[src/rtl/xonxoff_flow_ctl.sv]
module xonxoff_flow_ctl #(
  parameter int LVL_W = 7
) (
  input  logic             clk,
  input  logic             rst_n,
  input  logic [3:0]       mode,
  input  logic [7:0]       xon1,
  input  logic [7:0]       xon2,
  input  logic [7:0]       xoff1,
  input  logic [7:0]       xoff2,
  input  logic             rx_valid,
  input  logic [7:0]       rx_char,
  output logic             fifo_wr,
  output logic [7:0]       fifo_data,
  input  logic [LVL_W-1:0] rx_level,
  input  logic [LVL_W-1:0] halt_lvl,
  input  logic [LVL_W-1:0] resume_lvl,
  output logic             inj_req,
  output logic [7:0]       inj_char,
  input  logic             inj_ack,
  output logic             tx_hold,
  output logic             xoff_irq,
  input  logic             irq_clr
);
  typedef enum logic [1:0] {TX_IDLE, TX_FIRST, TX_SECOND} tx_st_t;

  wire tx_en  = mode[0];
  wire tx_dbl = mode[1];
  wire rx_en  = mode[2];
  wire rx_dbl = mode[3];

  logic       held_v, held_on, held_off, pend_v;
  logic [7:0] held_d, pend_d;

  wire c_on1  = rx_char == xon1;
  wire c_off1 = rx_char == xoff1;
  wire pair_off = rx_en && rx_dbl && held_v && held_off && rx_char == xoff2;
  wire pair_on  = rx_en && rx_dbl && held_v && held_on && rx_char == xon2 && !pair_off;
  wire got_off  = rx_valid && rx_en && (rx_dbl ? pair_off : c_off1);
  wire got_on   = rx_valid && rx_en && !got_off && (rx_dbl ? pair_on : c_on1);
  wire start_hold = rx_valid && rx_en && rx_dbl && !pair_off && !pair_on && (c_on1 || c_off1);
  wire flush    = rx_valid && held_v && !pair_off && !pair_on;

  assign fifo_wr   = pend_v || (rx_valid && (flush || !(got_off || got_on || start_hold)));
  assign fifo_data = pend_v ? pend_d : (flush ? held_d : rx_char);

  always_ff @(posedge clk or negedge rst_n) begin
    if (!rst_n) begin
      held_v   <= 1'b0;
      held_on  <= 1'b0;
      held_off <= 1'b0;
      held_d   <= '0;
      pend_v   <= 1'b0;
      pend_d   <= '0;
    end else begin
      pend_v <= flush && !start_hold;
      if (rx_valid) begin
        pend_d   <= rx_char;
        held_v   <= start_hold;
        held_on  <= c_on1;
        held_off <= c_off1;
        held_d   <= rx_char;
      end
    end
  end

  always_ff @(posedge clk or negedge rst_n) begin
    if (!rst_n) begin
      tx_hold  <= 1'b0;
      xoff_irq <= 1'b0;
    end else begin
      if (!rx_en)       tx_hold <= 1'b0;
      else if (got_off) tx_hold <= 1'b1;
      else if (got_on)  tx_hold <= 1'b0;
      if (got_off)      xoff_irq <= 1'b1;
      else if (irq_clr) xoff_irq <= 1'b0;
    end
  end

  tx_st_t st;
  logic   sent_off, kind_off;

  wire need_off = tx_en && !sent_off && rx_level > halt_lvl;
  wire need_on  = tx_en && sent_off && rx_level <= resume_lvl;

  always_ff @(posedge clk or negedge rst_n) begin
    if (!rst_n) begin
      st       <= TX_IDLE;
      sent_off <= 1'b0;
      kind_off <= 1'b0;
    end else begin
      case (st)
        TX_IDLE: begin
          if (!tx_en) sent_off <= 1'b0;
          else if (need_off || need_on) begin
            kind_off <= need_off;
            st       <= TX_FIRST;
          end
        end
        TX_FIRST: if (inj_ack) begin
          if (tx_dbl) st <= TX_SECOND;
          else begin
            st       <= TX_IDLE;
            sent_off <= kind_off;
          end
        end
        default: if (inj_ack) begin
          st       <= TX_IDLE;
          sent_off <= kind_off;
        end
      endcase
    end
  end

  assign inj_req  = st != TX_IDLE;
  assign inj_char = kind_off ? ((st == TX_SECOND) ? xoff2 : xoff1)
                             : ((st == TX_SECOND) ? xon2  : xon1);
endmodule

[config.mk]
export PLATFORM = sky130hd
export DESIGN_NAME = xonxoff_flow_ctl
export DESIGN_NICKNAME = d
export VERILOG_FILES = /design/src/rtl/xonxoff_flow_ctl.sv
export SDC_FILE = /design/constraint.sdc
export NUM_CORES = 1
export LEC_CHECK = 0
export CORE_MARGIN = 1.5
export CORE_UTILIZATION = 42
export DETAILED_ROUTE_END_ITERATION = 10
export GPL_TIMING_DRIVEN = 0
export PLACE_DENSITY = 0.82
export SYNTH_ARGS = -nofsm -noshare
export SYNTH_HDL_FRONTEND = slang
export SYNTH_SLANG_ARGS = --single-unit
export TNS_END_PERCENT = 100
[constraint.sdc]
create_clock -name clk -period 2.7 [get_ports clk]
set_input_delay 0.405 -clock clk [delete_from_list [all_inputs] [get_ports clk]]
set_output_delay 0.405 -clock clk [all_outputs]
set_load 0.01 [all_outputs]
==> results by group <==
Setup path
  – Critical path endpoint: fifo_data[4]
  – Worst r2r dst: tx_hold$_DFFE_PN0P_
  – WP data required: 2.30 ns
  – CP max FO: 4
  – Register-to-Register Path Depth: 13
  – Crit start category: flop
  – Crit. End Element: output port
  – CP Data Arrival Time: 2.31 ns
  – Worst setup path class: reg2out
  – R2R Path Start: held_v$_DFFE_PN0P_
  – R2R Setup Slk: 0.58 ns
  – Crit path launch: held_v$_DFFE_PN0P_

Layout
  – Final core occ: 68.30%
  – Max reg flops: 8
  – Share of cells above drive strength 1: 26.49%
  – Non-filler cells, final: 354
  – Nets: 387
  – Reg area: 451.7 um2
  – Largest registers: pend_d x8, st x2
  – Most flops, register: pend_d
  – Antenna cells: 0
  – Area grow syn2layout: 57.31%
  – Post-route cell area: 2974 um2
  – Fillers: 371
  – Multi-input gate area: 1391 um2

Floorplan
  – Core outline area: 4354 um2
  – # rows: 24
  – Io pins: 90
  – Initial Util: 43.42%
  – Die ar.: 4913 um2
  – Die X: 70.09 um
  – Die H: 70.09 um

Logic synthesis
  – Cell variety after synth: 37
  – Register area share after synthesis: 23.83%
  – Mapped Area: 1891 um2
  – Mapped Cells: 201
  – Synth warn: 0
  – Syn_nets: 285
  – Avg Inst Size Synth: 9.406 um2
  – FF+latch count, synth: 18

GRT
  – Gr ovfl total: 0
  – First-pass GRT wire length: 9363 um
  – Met1 Usage GRT: 30.64%
  – Busiest grt layer: met2
  – Initial antenna violation count: 0
  – Vias in the first global route: 1,996
  – GR met2 Demand/Resource: 40.53%
  – Gr usage total: 24.07%
  – Met3 Use GR: 3.896%
  – Largest net degree at the start of global routing: 19

STA
  – Setup ws final: -0.01074 ns
  – RSZ-0062 raised after global routing: yes
  – Period Utilization, post-route: 100.4%
  – Final Hold Fails: 0
  – Hold_ws: 0.4473 ns
  – Fmax: 368.9 MHz
  – Setup Skew: 0.004808 ns
  – Max-Slew Margin vs Limit: 41.42%
  – Worst-margin pin slew: 0.8760 ns
  – Endpoints failing setup: 2
  – Post-Route Setup TNS: -0.01450 ns
  – Shortest period the worst path allows: 2.711 ns
  – Pins over their slew limit: 0

Power
  – PwrDens: 369.4 nW/um2
  – Leak Pwr: 1.317 nW
  – Worst VDD drop: 233.1 uV
  – Internal power: 737.6 uW
  – Seq pwr share: 28.5%
  – Power, Total: 1.099 mW
  – P_sw: 361.1 uW
  – Combinational group share of total power: 50.1%
  – Sw Share: 32.86%
  – Clk pwr share: 21.4%

Clock tree
  – H-tree depth: 1
  – Total CTS buffers: 3
  – CTS tree: built
  – Clk slew on worst S/H paths: 0.08 ns
  – Sink Count: 18
  – Clk Tree Root Cell: clkbuf_8
  – Clk Latency, worst-skew pair: 0.27 ns
  – Maximum root-to-sink buffer count: 2

Place
  – DP HPWL: 4363 um
  – Placed insts: 333
  – Placed instance area: 2756 um2
  – Post-Place Setup Slack: -0.7146 ns
  – Routability cong.: 0.8726
  – Buffers added on ports: 80

Hold path
  – Worst hold-check path type: in2reg

Drt
  – Vias per inst: 5.444
  – Iteration-0 DRC Markers: 90
  – Antenna Nets Post-Route: 0
  – Drt wl/cell: 16.14 um
  – Routed via count: 1,927
  – DRT Pass-1 Iters: 4
  – Final wirelength: 5713 um
  – Number of remaining DRC errors: 0

Outcome
  – Outcome: complete, but fails checks
  – Violated checks: setup timing

Run
  – Max cap viols: 0
[placed cells by master (no fill, tap or decap), drive strengths merged]
master / instances
nor3: 3
inv: 21
ha: 14
a22o: 1
xnor2: 30
nor2: 7
nor4: 4
mux2: 17
o31a: 1
a211oi: 1
and2: 3
dlygate4sd2: 15
o2111ai: 1
o211ai: 1
o22ai: 1
and4: 2
a31oi: 1
nand3b: 1
buf: 34
o21a: 1
nand2: 11
nand4: 12
xor2: 2
o21ai: 8
and3b: 1
dfrtp: 18
nand3: 3
a21oi: 6
nor2b: 2
mux4: 8
nor4b: 1
a21o: 4
clkdlybuf4s50: 53
and3: 4
clkdlybuf4s15: 1
clkbuf: 9
[critical path, stage by stage (launching register included)]
cell	delay (ns)
dfrtp_2	0.40
and3_4	0.20
nand4_1	0.18
nor3_2	0.28
nor2_2	0.10
a31oi_4	0.21
buf_6	0.15
buf_6	0.10
mux2_4	0.30
buf_6	0.12
[cells by family (layout without fill, tap and decap cells)]
family | count (synthesis) | in the layout | synth area share [%]
AND/OR/NAND/NOR | 54 | 54 | 16.08
XOR/XNOR | 32 | 32 | 14.82
buffers and inverters | 32 | 133 | 7.015
AO/OA/AOI/OAI | 26 | 26 | 9.333
multiplexers | 25 | 25 | 19.66
flip-flops | 18 | 18 | 23.83
adder cells (fa/ha/maj) | 14 | 14 | 9.265
[synth_stat cells]
| cell type | instances | area [um2] |
|---|---|---|
| clkbuf_1 | 2 | 7.510 |
| nor2_2 | 1 | 6.260 |
| o22ai_1 | 1 | 6.260 |
| xor2_1 | 2 | 17.52 |
| a211oi_1 | 1 | 7.510 |
| mux2_2 | 17 | 191.4 |
| nor4b_1 | 1 | 8.760 |
| nand3b_1 | 1 | 7.510 |
| o2111ai_1 | 1 | 8.760 |
| nor3_1 | 2 | 10.01 |
| a21o_1 | 4 | 30.03 |
| o31a_1 | 1 | 8.760 |
| and3_1 | 4 | 25.02 |
| mux4_2 | 8 | 180.2 |
| o211ai_1 | 1 | 7.510 |
| dfrtp_1 | 18 | 450.4 |
| and3b_1 | 1 | 8.760 |
| ha_1 | 14 | 175.2 |
| o21a_1 | 1 | 7.510 |
| and2_1 | 3 | 18.77 |
| buf_2 | 7 | 35.03 |
| nand2_1 | 11 | 41.29 |
| a22o_1 | 1 | 8.760 |
| nand3_1 | 3 | 15.01 |
| a21oi_1 | 6 | 30.03 |
| nor3_2 | 1 | 10.01 |
| a31oi_4 | 1 | 21.27 |
| nor2b_1 | 2 | 12.51 |
| nand4_1 | 12 | 75.07 |
| buf_1 | 1 | 3.750 |
| o21ai_0 | 8 | 40.04 |
| buf_4 | 1 | 7.510 |
| inv_1 | 21 | 78.83 |
| and4_1 | 2 | 17.52 |
| xnor2_1 | 30 | 262.8 |
| nor2_1 | 6 | 22.52 |
| nor4_1 | 4 | 25.02 |
[power groups by stage]
stage / registers (mW) / clock network [mW] / logic, mW
6_report: 0.313 / 0.236 / 0.550
3_3_place_gp: 0.315 / 0 / 0.534
4_1_cts: 0.312 / 0.237 / 0.547
2_1_floorplan: 0.313 / 0 / 0.283
5_1_grt: 0.316 / 0.251 / 0.591
3_5_place_dp: 0.317 / 0 / 0.547
[routing by layer]
metal,vias up,part of all wire (%)
met5,-,0
met3,18,4.7
met4,0,3.0
met2,78,50
met1,912,43
li1,919,-
[worst min-delay path by stage]
| stage | slack, ns | from | to | cells past startpoint |
|---|---|---|---|---|
| finish | 0.45 | mode[2] | tx_hold$_DFFE_PN0P_ | 2 |
| global route | 0.47 | rx_char[5] | pend_d[5]$_DFFE_PN0P_ | 2 |
| CTS | 0.46 | rx_char[5] | pend_d[5]$_DFFE_PN0P_ | 2 |
| detailed placement | 0.50 | pend_d[3]$_DFFE_PN0P_ | pend_d[3]$_DFFE_PN0P_ | 1 |
| global placement | 0.48 | pend_d[2]$_DFFE_PN0P_ | pend_d[2]$_DFFE_PN0P_ | 1 |
| floorplan | 0.11 | rst_n | held_off$_DFFE_PN0P_ | 0 |
[what timing repair did]
| action | CTS | global route |
|---|---|---|
| pin swaps | 16 | 8 |
| hold buffers | 0 | 0 |
| buffers inserted | 14 | 3 |
| resized for setup | 59 | 19 |
| setup endpoints to repair | 16 | 9 |
[cell type report]
cell class / count / share of cell area [%]
inverters: 21 / 2.650
multi-input cells: 151 / 46.78
repair buffers: 97 / 29.53
flip-flops and latches: 18 / 15.19
clock buffers: 4 / 1.851
plain buffers: 11 / 1.809
well taps: 52 / 2.188
(Power assumes the default switching activity.)
